<file path="config.mk">
export PLATFORM = sky130hd
export DESIGN_NAME = mem_attr_sel
export DESIGN_NICKNAME = d
export VERILOG_FILES = /design/src/rtl/mas_pkg.sv /design/src/rtl/mas_dflt_ctl.sv /design/src/rtl/mas_tpl_bank.sv /design/src/rtl/mas_lookup.sv /design/src/rtl/mem_attr_sel.sv
export SDC_FILE = /design/constraint.sdc
export NUM_CORES = 1
export LEC_CHECK = 0
export ABC_AREA = 1
export BUFFER_PORTS_ARGS = -buffer_cell sky130_fd_sc_hd__buf_2
export CORE_MARGIN = 5
export CORE_UTILIZATION = 30
export DETAILED_ROUTE_END_ITERATION = 10
export PLACE_DENSITY_LB_ADDON = 0.08
export SYNTH_ARGS = -nofsm -noshare
export SYNTH_HDL_FRONTEND = slang
export SYNTH_SLANG_ARGS = --single-unit
</file>
<file path="constraint.sdc">
create_clock -name clk -period 6.9 [get_ports clk]
set_input_delay 1.38 -clock clk [delete_from_list [all_inputs] [get_ports clk]]
set_output_delay 1.38 -clock clk [all_outputs]
set_load 0.01 [all_outputs]
</file>
<file path="src/rtl/mas_pkg.sv">
package mas_pkg;

    localparam int ADDR_W  = 32;
    localparam int BLK_LSB = 3;
    localparam int BLK_W   = ADDR_W - BLK_LSB;

    typedef enum logic [1:0] {
        SPC_DFLT = 2'd0,
        SPC_TPL  = 2'd1,
        SPC_RAM  = 2'd2,
        SPC_MMR  = 2'd3
    } space_e;

    typedef enum logic {
        LK_IDLE = 1'b0,
        LK_HOLD = 1'b1
    } lk_state_e;

    typedef struct packed {
        logic cacheable;
        logic big_endian;
    } attr_t;

endpackage

</file>
<file path="src/rtl/mas_dflt_ctl.sv">
module mas_dflt_ctl (
    input  logic clk,
    input  logic hw_rst,
    input  logic sw_reinit,
    input  logic boot_be,
    input  logic wr_en,
    input  logic wr_cache,
    input  logic wr_be,
    output logic dcen,
    output logic dbe
);

    // Hardware reset seeds byte order; re-init only drops caching.
    always_ff @(posedge clk) begin
        if (hw_rst) begin
            dcen <= 1'b0;
            dbe  <= boot_be;
        end else if (sw_reinit) begin
            dcen <= 1'b0;
        end else if (wr_en) begin
            dcen <= wr_cache;
            dbe  <= wr_be;
        end
    end

    // the cycle after a hardware reset shows caching off and the seeded order
    p_reset_dcen_r2: assert property (@(posedge clk) disable iff (hw_rst)
        $past(hw_rst) |-> !dcen);
    p_reset_be_r2: assert property (@(posedge clk) disable iff (hw_rst)
        $past(hw_rst) |-> (dbe == $past(boot_be)));
    // re-initialization clears caching and keeps byte order
    p_reinit_dcen_r3: assert property (@(posedge clk) disable iff (hw_rst)
        sw_reinit |=> !dcen);
    p_reinit_be_r3: assert property (@(posedge clk) disable iff (hw_rst)
        sw_reinit |=> $stable(dbe));

endmodule

</file>
<file path="src/rtl/mas_tpl_bank.sv">
module mas_tpl_bank
    import mas_pkg::*;
#(
    parameter int NUM_TPL = 2,
    parameter int IDX_W   = 1,
    parameter int WSEL_W  = 2
) (
    input  logic                 clk,
    input  logic                 hw_rst,
    input  logic                 wr_en,
    input  logic [WSEL_W-1:0]    wr_idx,
    input  logic                 wr_mask,
    input  logic [ADDR_W-1:0]    wr_data,
    input  logic [BLK_W-1:0]     blk,
    output logic                 any_hit,
    output logic [IDX_W-1:0]     win_idx,
    output attr_t                win_attr,
    output logic                 overlap
);

    logic [NUM_TPL-1:0] hit;
    attr_t              attr_v [NUM_TPL];

    generate
        for (genvar g = 0; g < NUM_TPL; g++) begin : g_tpl
            logic             en_q;
            logic [BLK_W-1:0] base_q;
            logic [BLK_W-1:0] mask_q;
            attr_t            a_q;
            logic             sel;

            assign sel = wr_en && !hw_rst && (wr_idx == WSEL_W'(g));

            // Only the enable bit has a reset value.
            always_ff @(posedge clk) begin
                if (hw_rst)
                    en_q <= 1'b0;
                else if (sel && !wr_mask)
                    en_q <= wr_data[0];
            end

            always_ff @(posedge clk) begin
                if (sel) begin
                    if (wr_mask) begin
                        mask_q <= wr_data[ADDR_W-1:BLK_LSB];
                    end else begin
                        base_q       <= wr_data[ADDR_W-1:BLK_LSB];
                        a_q.cacheable  <= wr_data[1];
                        a_q.big_endian <= wr_data[2];
                    end
                end
            end

            assign hit[g]    = en_q && (((blk ^ base_q) & mask_q) == '0);
            assign attr_v[g] = a_q;

            // no template is live straight after a hardware reset
            p_tpl_off_after_reset_r1: assert property (@(posedge clk) disable iff (hw_rst)
                $past(hw_rst) |-> !en_q);
        end
    endgenerate

    // Lowest-numbered hit wins.
    always_comb begin
        any_hit  = |hit;
        win_idx  = '0;
        win_attr = '0;
        for (int i = NUM_TPL - 1; i >= 0; i--) begin
            if (hit[i]) begin
                win_idx  = IDX_W'(i);
                win_attr = attr_v[i];
            end
        end
        overlap = ($countones(hit) > 1);
    end

    // the chosen index is really one of the matching templates
    p_win_is_hit_r7: assert property (@(posedge clk) disable iff (hw_rst)
        any_hit |-> hit[win_idx]);
    p_overlap_needs_hit_r7: assert property (@(posedge clk) disable iff (hw_rst)
        overlap |-> (any_hit && win_idx == '0));

endmodule

</file>
<file path="src/rtl/mas_lookup.sv">
module mas_lookup
    import mas_pkg::*;
#(
    parameter int          IDX_W     = 1,
    parameter int          RAM_BYTES = 1024,
    parameter int          MMR_TAG_W = 8,
    parameter logic [7:0]  MMR_TAG   = 8'hFF
) (
    input  logic              clk,
    input  logic              hw_rst,
    input  logic              req_valid,
    input  logic [BLK_W-1:0]  req_blk,
    input  logic              dcen,
    input  logic              dbe,
    input  logic              any_hit,
    input  logic [IDX_W-1:0]  win_idx,
    input  attr_t             win_attr,
    input  logic              overlap,
    output logic              rsp_valid,
    output logic [1:0]        rsp_space,
    output logic              rsp_cacheable,
    output logic              rsp_big_endian,
    output logic [IDX_W-1:0]  rsp_tpl_idx,
    output logic              rsp_overlap
);

    localparam int RAM_BLK_BITS = $clog2(RAM_BYTES) - BLK_LSB;

    lk_state_e state_q, state_d;

    logic             is_mmr, is_ram;
    space_e           spc_d;
    attr_t            attr_d;
    logic [IDX_W-1:0] idx_d;
    logic             ovl_d;

    // Fixed spaces take precedence over the templates.
    always_comb begin
        is_mmr = (req_blk[BLK_W-1 -: MMR_TAG_W] == MMR_TAG[MMR_TAG_W-1:0]);
        is_ram = (req_blk[BLK_W-1:RAM_BLK_BITS] == '0);
        idx_d  = '0;
        ovl_d  = 1'b0;
        if (is_mmr) begin
            spc_d  = SPC_MMR;
            attr_d = '{cacheable: 1'b0, big_endian: dbe};
        end else if (is_ram) begin
            spc_d  = SPC_RAM;
            attr_d = '{cacheable: 1'b0, big_endian: dbe};
        end else if (any_hit) begin
            spc_d  = SPC_TPL;
            attr_d = win_attr;
            idx_d  = win_idx;
            ovl_d  = overlap;
        end else begin
            spc_d  = SPC_DFLT;
            attr_d = '{cacheable: dcen, big_endian: dbe};
        end
    end

    // State register
    always_ff @(posedge clk) begin
        if (hw_rst) state_q <= LK_IDLE;
        else        state_q <= state_d;
    end

    // Next state
    always_comb begin
        state_d = state_q;
        unique case (state_q)
            LK_IDLE: state_d = req_valid ? LK_HOLD : LK_IDLE;
            LK_HOLD: state_d = req_valid ? LK_HOLD : LK_IDLE;
            default: state_d = LK_IDLE;
        endcase
    end

    // Outputs
    always_comb begin
        unique case (state_q)
            LK_IDLE: rsp_valid = 1'b0;
            LK_HOLD: rsp_valid = 1'b1;
            default: rsp_valid = 1'b0;
        endcase
    end

    always_ff @(posedge clk) begin
        if (hw_rst) begin
            rsp_space      <= SPC_DFLT;
            rsp_cacheable  <= 1'b0;
            rsp_big_endian <= 1'b0;
            rsp_tpl_idx    <= '0;
            rsp_overlap    <= 1'b0;
        end else if (req_valid) begin
            rsp_space      <= spc_d;
            rsp_cacheable  <= attr_d.cacheable;
            rsp_big_endian <= attr_d.big_endian;
            rsp_tpl_idx    <= idx_d;
            rsp_overlap    <= ovl_d;
        end
    end

    // response timing
    p_valid_follows_req_r9: assert property (@(posedge clk) disable iff (hw_rst)
        req_valid |=> rsp_valid);
    p_no_req_no_valid_r9: assert property (@(posedge clk) disable iff (hw_rst)
        !req_valid |=> !rsp_valid);
    // internal RAM never cacheable, order from the default word
    p_ram_uncached_r5: assert property (@(posedge clk) disable iff (hw_rst)
        (rsp_valid && rsp_space == SPC_RAM) |-> !rsp_cacheable);
    p_ram_order_r5: assert property (@(posedge clk) disable iff (hw_rst)
        (rsp_valid && rsp_space == SPC_RAM) |-> (rsp_big_endian == $past(dbe)));
    // register space bypasses templates
    p_mmr_bypass_r4: assert property (@(posedge clk) disable iff (hw_rst)
        (rsp_valid && rsp_space == SPC_MMR) |-> (!rsp_cacheable && !rsp_overlap));
    // overlap only reported on a template hit
    p_overlap_tpl_only_r7: assert property (@(posedge clk) disable iff (hw_rst)
        (rsp_valid && rsp_overlap) |-> (rsp_space == SPC_TPL && rsp_tpl_idx == '0));

endmodule

</file>
<file path="src/rtl/mem_attr_sel.sv">
module mem_attr_sel
    import mas_pkg::*;
#(
    parameter int          NUM_TPL   = 2,
    parameter int          RAM_BYTES = 1024,
    parameter int          MMR_TAG_W = 8,
    parameter logic [7:0]  MMR_TAG   = 8'hFF,
    localparam int         CFG_AW    = $clog2(2 * NUM_TPL + 1),
    localparam int         IDX_W     = (NUM_TPL > 1) ? $clog2(NUM_TPL) : 1
) (
    input  logic              clk,
    input  logic              hw_rst,
    input  logic              sw_reinit,
    input  logic              boot_cfg_be,
    input  logic              cfg_we,
    input  logic [CFG_AW-1:0] cfg_addr,
    input  logic [31:0]       cfg_wdata,
    input  logic              req_valid,
    input  logic [28:0]       req_blk,
    output logic              rsp_valid,
    output logic [1:0]        rsp_space,
    output logic              rsp_cacheable,
    output logic              rsp_big_endian,
    output logic [IDX_W-1:0]  rsp_tpl_idx,
    output logic              rsp_overlap
);

    localparam int WSEL_W   = CFG_AW - 1;
    localparam int DFLT_SEL = 2 * NUM_TPL;

    logic             tpl_we, dflt_we;
    logic             dcen, dbe;
    logic             any_hit, overlap;
    logic [IDX_W-1:0] win_idx;
    attr_t            win_attr;

    assign tpl_we  = cfg_we && (int'(cfg_addr) < DFLT_SEL);
    assign dflt_we = cfg_we && (int'(cfg_addr) == DFLT_SEL);

    mas_dflt_ctl u_dflt (
        .clk       (clk),
        .hw_rst    (hw_rst),
        .sw_reinit (sw_reinit),
        .boot_be   (boot_cfg_be),
        .wr_en     (dflt_we),
        .wr_cache  (cfg_wdata[0]),
        .wr_be     (cfg_wdata[1]),
        .dcen      (dcen),
        .dbe       (dbe)
    );

    mas_tpl_bank #(
        .NUM_TPL (NUM_TPL),
        .IDX_W   (IDX_W),
        .WSEL_W  (WSEL_W)
    ) u_bank (
        .clk      (clk),
        .hw_rst   (hw_rst),
        .wr_en    (tpl_we),
        .wr_idx   (cfg_addr[CFG_AW-1:1]),
        .wr_mask  (cfg_addr[0]),
        .wr_data  (cfg_wdata),
        .blk      (req_blk),
        .any_hit  (any_hit),
        .win_idx  (win_idx),
        .win_attr (win_attr),
        .overlap  (overlap)
    );

    mas_lookup #(
        .IDX_W     (IDX_W),
        .RAM_BYTES (RAM_BYTES),
        .MMR_TAG_W (MMR_TAG_W),
        .MMR_TAG   (MMR_TAG)
    ) u_lookup (
        .clk            (clk),
        .hw_rst         (hw_rst),
        .req_valid      (req_valid),
        .req_blk        (req_blk),
        .dcen           (dcen),
        .dbe            (dbe),
        .any_hit        (any_hit),
        .win_idx        (win_idx),
        .win_attr       (win_attr),
        .overlap        (overlap),
        .rsp_valid      (rsp_valid),
        .rsp_space      (rsp_space),
        .rsp_cacheable  (rsp_cacheable),
        .rsp_big_endian (rsp_big_endian),
        .rsp_tpl_idx    (rsp_tpl_idx),
        .rsp_overlap    (rsp_overlap)
    );

endmodule

</file>
==> flow_results.org, run 1 <==
** Status
- Status :: finished, final reports clean

** Worst setup path
- In this run the register-to-register setup slack is 5.29 ns.
- Worst r2r path cells :: 13
- For the worst setup path, the data required time is between 7 and 8 ns.
- Kind of start point of the critical path :: primary input
- Destination of the worst register-to-register timing path :: u_lookup.rsp_cacheable
- Worst setup EP type :: flip-flop
- Dominant cell type by count on the critical path :: sky130_fd_sc_hd__nand2_1
- The critical path goes through buf_2, nor2_1, nand3_1, nor4_1, nand2_1, nand2_1, inv_2, nand2_1, o21ai_1, a21oi_2.
- In this run the worst path has a maximum fanout of 5.
- In this design, the stage delay of the slowest critical-path cell is 0.48 ns.
- The worst register-to-register path begins at u_bank.g_tpl[0].base_q[5].
- The setup path with the least slack is of type primary input to flip-flop.
- Data arrival, critical path :: 2.84 ns
- The slowest stage of the critical path is the sky130_fd_sc_hd__nor4_1 cell.

** Yosys
- Synth Warn # :: 0
- The synthesized design contains between 100 and 150 register bits.
- The share of the Yosys chip area taken by registers is 0.686.
- Post-Syn Nets :: 627
- The synthesized netlist occupies a cell area of 5590 sq um.
- Post-synth top area cell :: sky130_fd_sc_hd__edfxtp_1
- By area the synthesized netlist is led by sky130_fd_sc_hd__edfxtp_1 65%, sky130_fd_sc_hd__nand2_1 12%, sky130_fd_sc_hd__inv_1 5.4%, sky130_fd_sc_hd__nor2_1 5.2%, sky130_fd_sc_hd__nand3_1 4.7%.
- The share of synthesized area in the top cell type comes to 0.651.
- Counting every instance in the synthesized netlist gives 557.
- A synthesized cell averages roughly 10 sq um.
- The synthesized netlist contains 22 unique library cells.

** Clocking
- Hold Buf Count CTS :: 0
- Clock-pin slew was measured on the worst setup and hold paths at 0.06 ns.
- Clock net sink count :: 131
- Post-CTS timing repair inserted 0 buffers for setup.
- CTS built an H-tree with a depth of 4.
- The clock reaches the later pin of the worst-skew pair after 0.42 ns.
- TritonCTS built the clock tree.
- In this run, CTS created clock tree buffers numbering 17.
- Clk root buf :: sky130_fd_sc_hd__clkbuf_16
- No sink is reached through more buffers than the 2 on the longest clock path.
- Count of cells resized by post-cts repair :: 0

** Global route
- Entering global routing, the biggest net connects 34 pins.
- Across every metal layer, demand over resource in global routing totals 0.124.
- Total overflow reported by the global router :: 0
- The first global-routing pass estimated 20100 microns of wire.
- The number of global-route vias before repair came to 3819.
- Number of antenna violations at the first check in global routing :: 0

** Routing
- The first detailed-routing pass ran for 4 iterations.
- Number of vias in the routed layout :: 3833
- In the routed design, unresolved DRC markers number 0.
- Antenna-violating nets left :: 0
- Wire length per cell :: 13.9 microns
- Count of routing violations after the opening detailed-route iteration :: 151
- Routed vias/inst :: around 4.2
- Total routed wirelength :: 12500 microns

** Timing
- Worst Slack Setup Final :: between 4 and 5 ns
- Setup Viol. Count Final :: 0
- Of the available clock period, the critical path in the final layout requires 0.360.
- Final max-slew violation count :: 0
- Total negative slack for setup checks :: 0 ns
- On the final layout, the worst clock skew is 0.00540 ns.
- Worst slew margin :: 0.593
- Setup repair after global routing left no endpoint under its margin.
- Final hold violation count :: 0
- At the pin with the least slew margin, the transition time is just over 0.6 ns.
- The routed design could run at a clock period as short as approximately 2.5 ns.
- Derived from the worst setup path, the maximum achievable clock frequency is a little over 400 MHz.

** Die
- For this configuration, the core starts out at a cell density of 0.302.
- Core Box Area :: 18500 sq um
- 77 I/O pins were placed.
- Overall die height :: 146 microns
- The floorplan step set the die width to 146 microns.
- Number of rows created at floorplan :: 50
- The floorplan step defined a die boundary enclosing 21400 sq um.

** Cells and area
- Most common cell after layout, fill and taps aside :: sky130_fd_sc_hd__nand2_1
- The repair_antennas step left the layout with diodes totalling 0.
- Of the cells placed in the final design, the portion with a size suffix greater than 1 is 0.187.
- Highest-count cells in the layout ignoring fill and taps :: 172 x sky130_fd_sc_hd__nand2_1, 121 x sky130_fd_sc_hd__edfxtp_1, 81 x sky130_fd_sc_hd__inv_1
- The finished cells cover 6920 sq um.
- The final layout contains ~730 nets.
- From synthesis to final layout, the design area changed by 23.8%.

** Power and ir drop
- In this run the static leakage power is between 2 and 3 nW.
- Overall power after layout :: 1.92 mW
- Pwr Density :: 277 nW/um^2
- VDD IR max :: 0.170 mV

** Worst hold path
- Counting instances, the worst hold path has a depth of 2.
- Worst hold path startpoint :: u_lookup.rsp_overlap
- The path class of the tightest hold or removal check is flip-flop to flip-flop.
- Worst Hold Path EP :: u_lookup.rsp_overlap

** Placement
- DPL Wire Length :: 8910 microns
- Number of buffers added on ports :: 76
- Summing all placed instances gives a cell area of approximately 6300 sq um.
- Global placer's final weighted congestion :: 0.760
- Post-placement worst setup slack :: about 3.9 ns

** Flow run
- Number of max-cap violations :: 0
-- worst max-delay path: cells and delay by family --
family	cells	cell delay, ns
AOI/OAI and AO/OA	2	0.20
buffers and inverters	2	0.19
and+or+nand+nor	6	1.06
-- metrics by stage --
step                      instances  utilization  hold slack (ns)
after floorplan                 557            -            0.430
after global placement          870        0.340            0.457
after detailed placement        870        0.340            0.465
after CTS                       902        0.374            0.474
after global routing            902        0.374            0.506
final                           902        0.374            0.472
-- per-layer routing --
layer	global-route usage	vias to the layer above	wire length (microns)	part of all wire
li1	-	2017	-	-
met1	0.151	1719	5580	0.45
met2	0.205	79	6170	0.49
met3	0.0348	18	536	0.043
met4	0.0508	0	233	0.019
met5	0	-	0	0
-- Yosys cell counts (all sizes together) --
| cell | instances |
|---|---|
| nand4 | 4 |
| nand3 | 52 |
| nand2 | 175 |
| nor2 | 81 |
| edfxtp | 121 |
| nor3 | 4 |
| inv | 86 |
| nor4 | 2 |
| dfxtp | 10 |
| nor3b | 1 |
| o21ai | 11 |
| clkbuf | 1 |
| a21oi | 8 |
| nand3b | 1 |
-- registers in the layout, indices dropped and copies added, names as in the netlist --
name / cells
u_bank.g_tpl.base_q: 58
u_bank.g_tpl.mask_q: 58
u_bank.attr_v: 4
u_bank.g_tpl.en_q: 2
u_lookup.rsp_space: 2
u_dflt.dbe: 1
u_dflt.dcen: 1
u_lookup.rsp_big_endian: 1
u_lookup.rsp_cacheable: 1
u_lookup.rsp_overlap: 1
u_lookup.rsp_tpl_idx: 1
u_lookup.state_q: 1
-- how the worst max path moves through the flow --
stage                                 to        start  depth (start not counted)  slack [ns]
6_report         u_lookup.rsp_big_endian  req_blk[22]                         10        4.41
5_1_grt          u_lookup.rsp_big_endian  req_blk[22]                         10        4.24
4_1_cts          u_lookup.rsp_big_endian  req_blk[22]                         10        4.35
3_5_place_dp     u_lookup.rsp_big_endian  req_blk[22]                         10        3.93
3_3_place_gp     u_lookup.rsp_big_endian  req_blk[22]                         10        3.92
2_1_floorplan  u_bank.g_tpl[0].mask_q[0]       hw_rst                          4        2.57
-- cell type report --
type	instances	area, sq um
clock buffer	18	429
clock inverter	14	186
inverter	86	323
timing repair buffer	80	410
sequential	131	3830
multi-input combinational	339	1440
tap	234	293
fill	1843	11600
-- logic make-up (layout without fill, tap and decap cells) --
family,count (synthesis),in the layout,synth area share
compound gates,19,19,0.0190
buf+inv,87,198,0.0585
flops,131,131,0.686
simple gates,320,320,0.236
-- where the power goes --
part / total, mW / leakage [nW] / internal, mW / switching [mW]
Clock: 0.934 / 0.281 / 0.601 / 0.333
Sequential: 0.890 / 1.18 / 0.885 / 0.00557
Combinational: 0.0933 / 1.48 / 0.0334 / 0.0599
(Power assumes the default switching activity.)
==> run 2: changes to the inputs <==
clock period = 2.4 ns   (was 6.9 ns; I/O delays follow)
==> run 2 against run 1 <==
  * First-iteration DRC count grew 6.6%
  * Worst hold slack lost 0.23 ns
  * Sequential cell count is the same
  * Non-clock buffer count grew 1
  * Routed wire length grew 0.82%
  * Design area grew 0.18%
  * Utilization grew 0.067 points
  * Sequential share of layout area shrank 0.10 points
  * Highest routed layer is now met5
==> flow_results.org, run 2 (synthesized netlist as in run 1, its figures left out) <==
** Clocking
- Clock transition time at the flip-flop clock pins of the worst setup and hold paths :: roughly 0.050 ns
- Buffers inserted to repair hold after CTS numbered 0.
- Clk_lat worst skew :: 0.41 ns
- Clk root buf :: sky130_fd_sc_hd__clkbuf_16
- CTS tree :: yes
- Post-CTS repair timing setup buffer count :: 0
- Once the clock tree was built, the resizer swapped 0 gates to a different size.
- Clock buffer count from CTS :: 17
- CTS built an H-tree with a depth of 4.
- For this design, the sink count on the clock tree is 131.
- The clock passes through at most 2 buffers.

** Cells and area
- For this run, the post-layout net count is roughly 730.
- Most common cell after layout, fill and taps aside :: sky130_fd_sc_hd__nand2_1
- In the layout the commonest cells are 172 x sky130_fd_sc_hd__nand2_1, 121 x sky130_fd_sc_hd__edfxtp_1, 81 x sky130_fd_sc_hd__inv_1.
- Share of the core filled with cells in the final layout :: 0.374
- Design Area, Final :: roughly 7000 sq um
- In the final layout, the share of cells above drive strength 1 is 0.186.
- Number of antenna diodes :: 0
- Post-layout instance count excluding filler cells :: 901
- Synthesis-to-finish area growth :: 24.1%

** Worst setup path
- Among cell families on the critical path, the largest total delay comes from simple AND/OR/NAND/NOR gates.
- Data arrives at the worst endpoint at 1.95 ns.
- Required time at the endpoint of the critical path :: 2.74 ns
- In this design, the critical path's most frequently occurring cell is sky130_fd_sc_hd__nand2_1.
- Critical-path cell list :: inv_1, nand2_1, nand3_1, nand2_1, nor2_1, nand2_1, nor2_1, nand2_2, inv_1, nand2_1, nand3_1, nand2_1, a21oi_2
- The critical path is of the flip-flop to flip-flop type.
- Crit-path max FO :: 6
- R2r startpoint :: u_bank.g_tpl[0].base_q[5]
- Number of buffer and inverter stages on the critical path :: 2
- Worst setup EP type :: flip-flop
- The slowest stage of the critical path is the sky130_fd_sc_hd__edfxtp_1 cell.
- In this run the worst setup path begins at u_bank.g_tpl[0].base_q[5].
- CP max stage delay :: 0.38 ns
- In this run the register-to-register setup slack is about 0.8 ns.
- Kind of start point of the critical path :: flip-flop

** Routing
- After detailed routing, the number of vias per cell comes to 4.21.
- Wires add up to 12600 microns.
- Number of vias in the routed layout :: between 3k and 4k
- After detailed routing, the number of remaining DRC violations is 0.
- After detailed routing, the average wire length per cell comes to approximately 14 microns.
- Antenna-violating nets left :: 0
- Before antenna repair, the detailed router went through 4 iterations.
- The detailed router finished its first iteration with 161 violations.

** Status
- The run finished with clean final reports.

** Die
- The initialized floorplan defines 50 standard-cell rows.
- Die outline area :: 21400 sq um
- The floorplan step defined a core boundary enclosing 18500 sq um.
- IO Count :: 77
- Overall die height :: 146 microns
- The die is 146 microns wide.
- Initial core utilization :: 0.302

** Timing
- Worst Slack Setup Final :: just under 0.8 ns
- Based on the critical path, the design can be clocked at up to 620 MHz.
- Worst slew margin :: 0.617
- At the pin with the least slew margin, the transition time is 0.569 ns.
- Clock tree skew after final layout :: 0.00756 ns
- Dividing the final minimum period by the clock period gives 0.672.
- Final max-slew violation count :: 0
- Fin crit period :: 1.61 ns
- Setup violations remaining at the end of the flow were counted as 0.
- Final hold violation count :: 0
- Unrepaired setup endpoints after global routing :: no

** Global route
- Number of antenna violations at the first check in global routing :: 1
- In the global route stage, overall resource usage came out at 0.123.
- Wire length of the first global-routing pass :: approximately 20000 microns
- Maximum number of pins on one net before global-route repair :: 34
- Number of global-route vias before repair :: 3879
- Total overflow reported by the global router :: 0

** Worst hold path
- Worst hold path startpoint :: sw_reinit
- The tightest min-delay check is of the primary input to flip-flop type.

** Placement
- Number of buffers added on ports :: 76
- After detailed placement, the total cell area comes to 6360 sq um.
- Global placer's final weighted congestion :: 0.762
- Once placement completed, the tool counted placed cells totaling 871.
- After legalization and detailed placement, the total HPWL measured roughly 9000 microns.
- At the placement stage, the worst setup path has a slack of roughly 0.24 ns.

** Power and ir drop
- Cell internal power was estimated by the tool at 4.24 mW.
- Leakage power total :: about 2.9 nW
- The worst-case IR drop observed on VDD is 0.515 mV.
- Switching share of total power :: 0.205
- Of the total power, combinational logic draws 0.051.
- For this design the total switching power over the nets is around 1.1 mW.
- In this run the power density over the cells is 770 nW/um^2.
- Sequential share of power :: 0.480
- Portion of total power attributed to the clock network :: 0.469

** Flow run
- Number of max-cap violations :: 0
run 2: cell types whose count changed in the layout (fill, tap and decap cells not counted), sizes merged:
cell | previous run | this run
bufinv | 4 | 3
clkinv | 4 | 5
clkinvlp | 5 | 4
buf | 80 | 81
inv | 87 | 86
run 2: cell type report:
class / instances / area, sq um
clock buffer: 18 / 429
clock inverter: 12 / 141
fill: 1856 / 11600
inverter: 86 / 323
multi-input combinational: 339 / 1450
sequential: 131 / 3830
tap: 234 / 293
timing repair buffer: 81 / 455
run 2: stage by stage:
step                      setup TNS (ns)  hold slack [ns]  power, mW
after global routing                   0            0.231       5.55
after CTS                              0            0.217       5.42
after floorplan                    -9.92            0.430       2.73
after global placement                 0            0.460       2.88
after detailed placement               0            0.457       2.89
final                                  0            0.240       5.34
run 2: final timing paths:
path | to | cells after the start
worst max-delay path | u_lookup.rsp_cacheable | 13
worst min-delay path | u_dflt.dcen | 2
worst max register to register | u_lookup.rsp_cacheable | 13
worst min register to register | u_lookup.rsp_overlap | 2
run 2: worst reg2reg max path: cells and delay by family, from the launching register on:
family / cells / cell delay, ns
buffers and inverters: 2 / 0.17
and+or+nand+nor: 10 / 0.88
DFF: 1 / 0.38
AOI/OAI and AO/OA: 1 / 0.10
run 2: routing by layer:
layer / up-vias / wire length, microns / track usage
li1: 2016 / - / -
met1: 1694 / 5690 / 0.152
met2: 74 / 6180 / 0.205
met3: 11 / 585 / 0.0372
met4: 2 / 161 / 0.0452
met5: - / 10 / 0
run 2: power by group through the flow:
| stage | Sequential [mW] | Combinational (mW) | Clock (mW) |
|---|---|---|---|
| after global placement | 2.61 | 0.275 | 0 |
| final | 2.56 | 0.272 | 2.50 |
| after detailed placement | 2.61 | 0.281 | 0 |
| after global routing | 2.56 | 0.315 | 2.67 |
| after CTS | 2.56 | 0.281 | 2.58 |
| after floorplan | 2.61 | 0.123 | 0 |
